===== config.mk =====
export PLATFORM = sky130hd
export DESIGN_NAME = burst_addr_gen
export DESIGN_NICKNAME = d
export VERILOG_FILES = /design/src/rtl/burst_pkg.sv /design/src/rtl/burst_load_reg.sv /design/src/rtl/burst_beat_ctr.sv /design/src/rtl/burst_order_map.sv /design/src/rtl/burst_addr_gen.sv
export SDC_FILE = /design/constraint.sdc
export NUM_CORES = 1
export LEC_CHECK = 0
export BUFFER_PORTS_ARGS = -buffer_cell sky130_fd_sc_hd__buf_2
export CELL_PAD_IN_SITES_DETAIL_PLACEMENT = 1
export CELL_PAD_IN_SITES_GLOBAL_PLACEMENT = 2
export CORE_MARGIN = 5
export CORE_UTILIZATION = 25
export CTS_BUF_LIST = sky130_fd_sc_hd__clkbuf_4 sky130_fd_sc_hd__clkbuf_8 sky130_fd_sc_hd__clkbuf_16
export CTS_CLUSTER_DIAMETER = 120
export DETAILED_ROUTE_END_ITERATION = 8
export GPL_ROUTABILITY_DRIVEN = 0
export MAX_ROUTING_LAYER = met4
export PLACE_DENSITY = 0.66
export SETUP_SLACK_MARGIN = 0.2
export SLEW_MARGIN = 20
export SYNTH_ARGS = -nofsm -noshare
export SYNTH_HDL_FRONTEND = slang
export SYNTH_SLANG_ARGS = --single-unit

===== constraint.sdc =====
create_clock -name clk -period 1 [get_ports clk]
set_input_delay 0.1 -clock clk [delete_from_list [all_inputs] [get_ports clk]]
set_output_delay 0.1 -clock clk [all_outputs]
set_load 0.05 [all_outputs]

===== src/rtl/burst_pkg.sv =====
package burst_pkg;
  localparam int BEAT_W = 2;
  localparam int BEATS  = 1 << BEAT_W;

  typedef enum logic {
    ORD_LINEAR     = 1'b0,
    ORD_INTERLEAVE = 1'b1
  } order_e;
endpackage


===== src/rtl/burst_load_reg.sv =====
module burst_load_reg
  import burst_pkg::*;
#(
  parameter int ADDR_W = 17
) (
  input  logic                     clk,
  input  logic                     rst_n,
  input  logic                     load_i,
  input  logic [ADDR_W-1:0]        addr_i,
  output logic [ADDR_W-BEAT_W-1:0] upper_o,
  output logic [BEAT_W-1:0]        start_o
);
  localparam int UP_W = ADDR_W - BEAT_W;

  logic [UP_W-1:0]   upper_q, upper_d;
  logic [BEAT_W-1:0] start_q, start_d;

  // next state
  always_comb begin
    upper_d = addr_i[ADDR_W-1:BEAT_W];
    start_d = addr_i[BEAT_W-1:0];
  end

  // registers, enabled by load
  always_ff @(posedge clk or negedge rst_n) begin
    if (!rst_n) begin
      upper_q <= '0;
      start_q <= '0;
    end else if (load_i) begin
      upper_q <= upper_d;
      start_q <= start_d;
    end
  end

  assign upper_o = upper_q;
  assign start_o = start_q;

  // without a load the captured upper bits do not move
  assert_upper_kept_R8: assert property (@(posedge clk) disable iff (!rst_n)
    !load_i |=> $stable(upper_q));

  // a load captures the external address
  assert_capture_R2: assert property (@(posedge clk) disable iff (!rst_n)
    load_i |=> ({upper_q, start_q} == $past(addr_i)));
endmodule


===== src/rtl/burst_beat_ctr.sv =====
module burst_beat_ctr
  import burst_pkg::*;
(
  input  logic              clk,
  input  logic              rst_n,
  input  logic              load_i,
  input  logic              adv_i,
  output logic [BEAT_W-1:0] beat_o
);
  localparam logic [BEAT_W-1:0] ONE  = {{(BEAT_W-1){1'b0}}, 1'b1};
  localparam logic [BEAT_W-1:0] LAST = BEAT_W'(BEATS - 1);

  logic [BEAT_W-1:0] beat_q, beat_d;
  logic              beat_en;

  // next state: a load clears the count and wins over an advance
  always_comb begin
    beat_en = load_i | adv_i;
    if (load_i) beat_d = '0;
    else        beat_d = beat_q + ONE;
  end

  always_ff @(posedge clk or negedge rst_n) begin
    if (!rst_n)       beat_q <= '0;
    else if (beat_en) beat_q <= beat_d;
  end

  assign beat_o = beat_q;

  // an advance without a load steps the count by one
  assert_step_R4: assert property (@(posedge clk) disable iff (!rst_n)
    (adv_i && !load_i) |=> (beat_q == $past(beat_q) + ONE));

  // with no load and no advance the count holds
  assert_hold_R5: assert property (@(posedge clk) disable iff (!rst_n)
    (!adv_i && !load_i) |=> $stable(beat_q));

  // a load together with an advance still clears the count
  assert_load_wins_R3: assert property (@(posedge clk) disable iff (!rst_n)
    (load_i && adv_i) |=> (beat_q == '0));

  // the count wraps from the last beat back to zero
  assert_wrap_R9: assert property (@(posedge clk) disable iff (!rst_n)
    (beat_q == LAST && adv_i && !load_i) |=> (beat_q == '0));
endmodule


===== src/rtl/burst_order_map.sv =====
module burst_order_map
  import burst_pkg::*;
(
  input  logic              order_i,
  input  logic [BEAT_W-1:0] start_i,
  input  logic [BEAT_W-1:0] beat_i,
  output logic [BEAT_W-1:0] low_o
);
  order_e            ord;
  logic [BEAT_W-1:0] lin_off;
  logic [BEAT_W-1:0] ilv_off;

  assign ord     = order_e'(order_i);
  assign lin_off = start_i + beat_i;   // wraps modulo the burst length

  // interleaved order: each bit of the start offset is flipped by the matching beat bit
  for (genvar b = 0; b < BEAT_W; b++) begin : g_ilv
    assign ilv_off[b] = start_i[b] ^ beat_i[b];
  end

  always_comb begin
    case (ord)
      ORD_LINEAR: low_o = lin_off;
      default:    low_o = ilv_off;
    endcase
  end
endmodule


===== src/rtl/burst_addr_gen.sv =====
module burst_addr_gen
  import burst_pkg::*;
#(
  parameter int ADDR_W = 17
) (
  input  logic              clk,
  input  logic              rst_n,
  input  logic              order_i,
  input  logic              strb_proc_n,
  input  logic              strb_ctrl_n,
  input  logic              adv_n,
  input  logic [ADDR_W-1:0] addr_i,
  output logic [ADDR_W-1:0] addr_o,
  output logic [1:0]        beat_o
);
  localparam int UP_W = ADDR_W - BEAT_W;

  // reset: asserted asynchronously, released on a clock edge
  logic [1:0] rst_sync_q;
  logic       rst_s_n;

  always_ff @(posedge clk or negedge rst_n) begin
    if (!rst_n) rst_sync_q <= '0;
    else        rst_sync_q <= {rst_sync_q[0], 1'b1};
  end
  assign rst_s_n = rst_sync_q[1];

  // decode of the strobes and the advance input
  logic load, step;
  assign load = ~strb_proc_n | ~strb_ctrl_n;
  assign step = ~adv_n & ~load;

  logic [UP_W-1:0]   upper;
  logic [BEAT_W-1:0] start;
  logic [BEAT_W-1:0] beat;
  logic [BEAT_W-1:0] low;

  burst_load_reg #(.ADDR_W(ADDR_W)) u_load (
    .clk     (clk),
    .rst_n   (rst_s_n),
    .load_i  (load),
    .addr_i  (addr_i),
    .upper_o (upper),
    .start_o (start)
  );

  burst_beat_ctr u_beat (
    .clk    (clk),
    .rst_n  (rst_s_n),
    .load_i (load),
    .adv_i  (step),
    .beat_o (beat)
  );

  burst_order_map u_map (
    .order_i (order_i),
    .start_i (start),
    .beat_i  (beat),
    .low_o   (low)
  );

  assign addr_o = {upper, low};
  assign beat_o = beat;

  // a strobe at an edge puts the sampled address on the output
  assert_load_addr_R2: assert property (@(posedge clk) disable iff (!rst_s_n)
    load |=> (addr_o == $past(addr_i) && beat_o == '0));

  // in linear order each advance adds one to the low address bits
  assert_linear_step_R6: assert property (@(posedge clk) disable iff (!rst_s_n)
    (step && !order_i) |=> (!$stable(order_i) ||
      addr_o[BEAT_W-1:0] == $past(addr_o[BEAT_W-1:0]) + BEAT_W'(1)));

  // in interleaved order the low bits change by exactly the bits the beat changed
  assert_ilv_step_R7: assert property (@(posedge clk) disable iff (!rst_s_n)
    (step && order_i) |=> (!$stable(order_i) ||
      (addr_o[BEAT_W-1:0] ^ $past(addr_o[BEAT_W-1:0])) == (beat_o ^ $past(beat_o))));

  // the upper address bits only change on a load
  assert_upper_R8: assert property (@(posedge clk) disable iff (!rst_s_n)
    !load |=> $stable(addr_o[ADDR_W-1:BEAT_W]));
endmodule


==> flow_metrics.py <==
metrics = {
    "grt": {
        "grt_usage_pct": 9.515,
        "overflow": 0,
        "grt_pass1_wl_mm": 3.153,
        "antenna_found_initial": 0,
        "grt_max_degree": 20,
        "grt_pass1_vias": 663,
    },
    "timing": {
        "worst_slack_ns": -0.4416,
        "grt_setup_unrepaired": "true",
        "tns_ns": -1.231,
        "period_needed_ns": 1.442,
        "hold_viol_final": 0,
        "drv_slew": 0,
        "holdWs_ns": 0.02015,
        "min_period_over_period_pct": 144.2,
        "finalSetupViolations": 5,
        "clock.fmax_mhz": 693.7,
        "skew_ns": 0.003440,
    },
    "power": {
        "pwr-share-clk_pct": 19.4,
        "internal_power_mw": 1.401,
        "power_leakage_nw": 0.7086,
        "cellPowerDensity_nw_per_um2": 1342,
        "vdd_drop_max_v": 0.0006596,
        "p_total_mw": 2.061,
        "power_frac_comb_pct": 33.0,
        "p_seq_share_pct": 47.5,
        "power.switching_mw": 0.6607,
        "p_sw_share_pct": 32.05,
    },
    "die": {
        "fp-row-count": 21,
        "dieArea_sq_um": 4635,
        "die_w_um": 68.08,
        "core_sq_um": 3311,
        "die_h_um": 68.08,
        "io_pins": 42,
        "start_util_pct": 25.47,
    },
    "layout": {
        "fillerInstances": 364,
        "final_nets": 137,
        "diodes": 0,
        "final_core_util_pct": 46.41,
        "area_growth_pct": 82.20,
        "drive_above_1_share_pct": 85.71,
    },
    "synth": {
        "syn_nets": 74,
        "synth_top_family_by_area": "multiplexers",
        "synth_seq_cells": 21,
        "syn_inst": 50,
        "ys_types": 11,
        "ys_seq_area_share_pct": 62.31,
        "synth-simple-area-share_pct": 4.599,
        "synth_compound_gate_area_share_pct": 0,
        "yosys_warnings": 0,
        "synth-xor-area-share_pct": 3.116,
        "synthAdderAreaFrac_pct": 1.484,
        "ys_top_cells_by_area": "dfrtp_1, mux2_4, mux2_2",
        "yosys.area.top_type": "dfrtp_1",
        "avgSynthCellArea_sq_um": 16.87,
        "syn_area_sq_um": 843.3,
        "yosysTopAreaCellShare_pct": 62.31,
        "synthMuxAreaShare_pct": 26.26,
    },
    "place": {
        "io_buffers": 41,
        "place_ws_ns": -0.2046,
        "place.detailed.hpwl_mm": 1.531,
    },
    "clock_tree": {
        "cts-root-buf": "clkbuf_4",
        "htreeDepth": 1,
        "clock_sinks": 21,
        "cts.path.max_buffers": 2,
        "cts_tree": "built",
        "clk_latency_ns": 0.30,
        "clk_pin_slew_ns": 0.12,
        "cts_buffers": 3,
    },
    "routing": {
        "remaining_drc_errors": 0,
        "drt_pass1_iterations": 2,
        "antenna_left": 0,
        "wirelength_mm": 2.109,
        "vias": 619,
        "wl_per_cell_um": 13.35,
        "via_per_inst": 3.918,
        "drtIter0Drc": 12,
    },
    "setup_path": {
        "crit_fanout": 2,
        "end_kind": "primary output",
        "required_ns": 0.90,
        "worstPathArrival_ns": 1.34,
        "worstSetupStartpointType": "register",
        "critPathKind": "register to primary output",
    },
    "outcome": {
        "violations": "setup timing",
        "status": "complete, but fails checks",
    },
    "min_path": {
        "min_path_type": "input port to register",
    },
    "job": {
        "maxCapViolCount": 0,
    },
}
==> power groups by stage <==
stage          registers, mW  clock network (mW)  logic [mW]
2_1_floorplan           1.18                   0       0.181
3_3_place_gp           0.979                   0       0.517
3_5_place_dp           0.983                   0       0.524
4_1_cts                0.980               0.436       0.639
5_1_grt                0.991               0.485       0.713
6_report               0.980               0.401       0.681
==> path summary, 6_finish.rpt <==
path                                        from                 end  slack [ns]  cells after the start
worst max-delay path            u_beat.beat_o[1]           addr_o[1]       -0.44                      4
worst min-delay path                   addr_i[4]   u_load.upper_o[2]        0.02                      2
worst max register to register  u_beat.beat_o[0]    u_beat.beat_o[1]       -0.08                      5
worst min register to register     rst_sync_q[1]  u_load.upper_o[14]        0.17                      0
max in group asynchronous          rst_sync_q[1]    u_beat.beat_o[0]        0.43                      1
min in group asynchronous                  rst_n       rst_sync_q[0]        0.10                      2
==> metal layers <==
layer  track usage, %  vias to the layer above  share of wire (%)
met1            10.06                      312                 35
met3            2.135                        2                3.8
li1                 -                      291                  -
met2            17.45                       14                 60
met4            2.978                        0                1.2
met5                -                        -                  0
==> cell families (layout without fill, tap and decap cells) <==
| kind of cell | after synthesis | in the layout |
|---|---|---|
| other | 1 | 1 |
| adder cells (fa/ha/maj) | 1 | 1 |
| multiplexers | 17 | 17 |
| flip-flops | 21 | 21 |
| buffers and inverters | 1 | 63 |
| XOR/XNOR | 3 | 3 |
| AND/OR/NAND/NOR | 6 | 6 |
==> cells in the final DEF, fill, tap and decap left out, types with 3 or more instances in the layout <==
master,n
buf_2,22
buf_6,21
buf_8,4
clkbuf_4,3
dfrtp_1,4
dfrtp_2,17
dlygate4sd3_1,9
mux2_2,8
mux2_4,9
==> state kept, by name, summed over array words and instances (netlist names) <==
| signal | count |
|---|---|
| u_load.upper_o | 15 |
| rst_sync_q | 2 |
| u_beat.beat_o | 2 |
| u_load.start_o | 2 |
==> worst max-delay path: stages, from the launching register on <==
cell	delay [ns]
dfrtp_2	0.44
xnor2_2	0.13
buf_4	0.15
xnor2_4	0.15
buf_6	0.17
==> repair_timing <==
action / in CTS / in global routing
buffers inserted: 2 / 3
hold buffers: 2 / 7
pin swaps: 3 / 1
hold endpoints to repair: 3 / 7
setup endpoints to repair: 22 / 37
resized for setup: 44 / 9
==> cell type report <==
cell class              instances  area [sq um]  share of cell area, %
flip-flops and latches         21         546.8                  35.59
clock buffers                   3         22.52                  1.466
well taps                      46         57.56                  3.746
clock inverters                 1         5.005                 0.3257
repair buffers                 59         531.8                  34.61
multi-input cells              28         372.9                  24.27
==> through the flow <==
step / cells / instance area (sq um)
CTS: 148 / 1403
global route: 158 / 1536
finish: 158 / 1536
global placement: 140 / 1196
detailed placement: 140 / 1196
floorplan: 50 / 905.9
==> cells in the mapped netlist, drive strengths merged <==
master	count
dfrtp	21
nand2	1
mux2	17
conb	1
nor2b	3
ha	1
xnor2	3
buf	1
nor3	1
nor2	1
No activity file was read; power rests on OpenSTA's default activity.
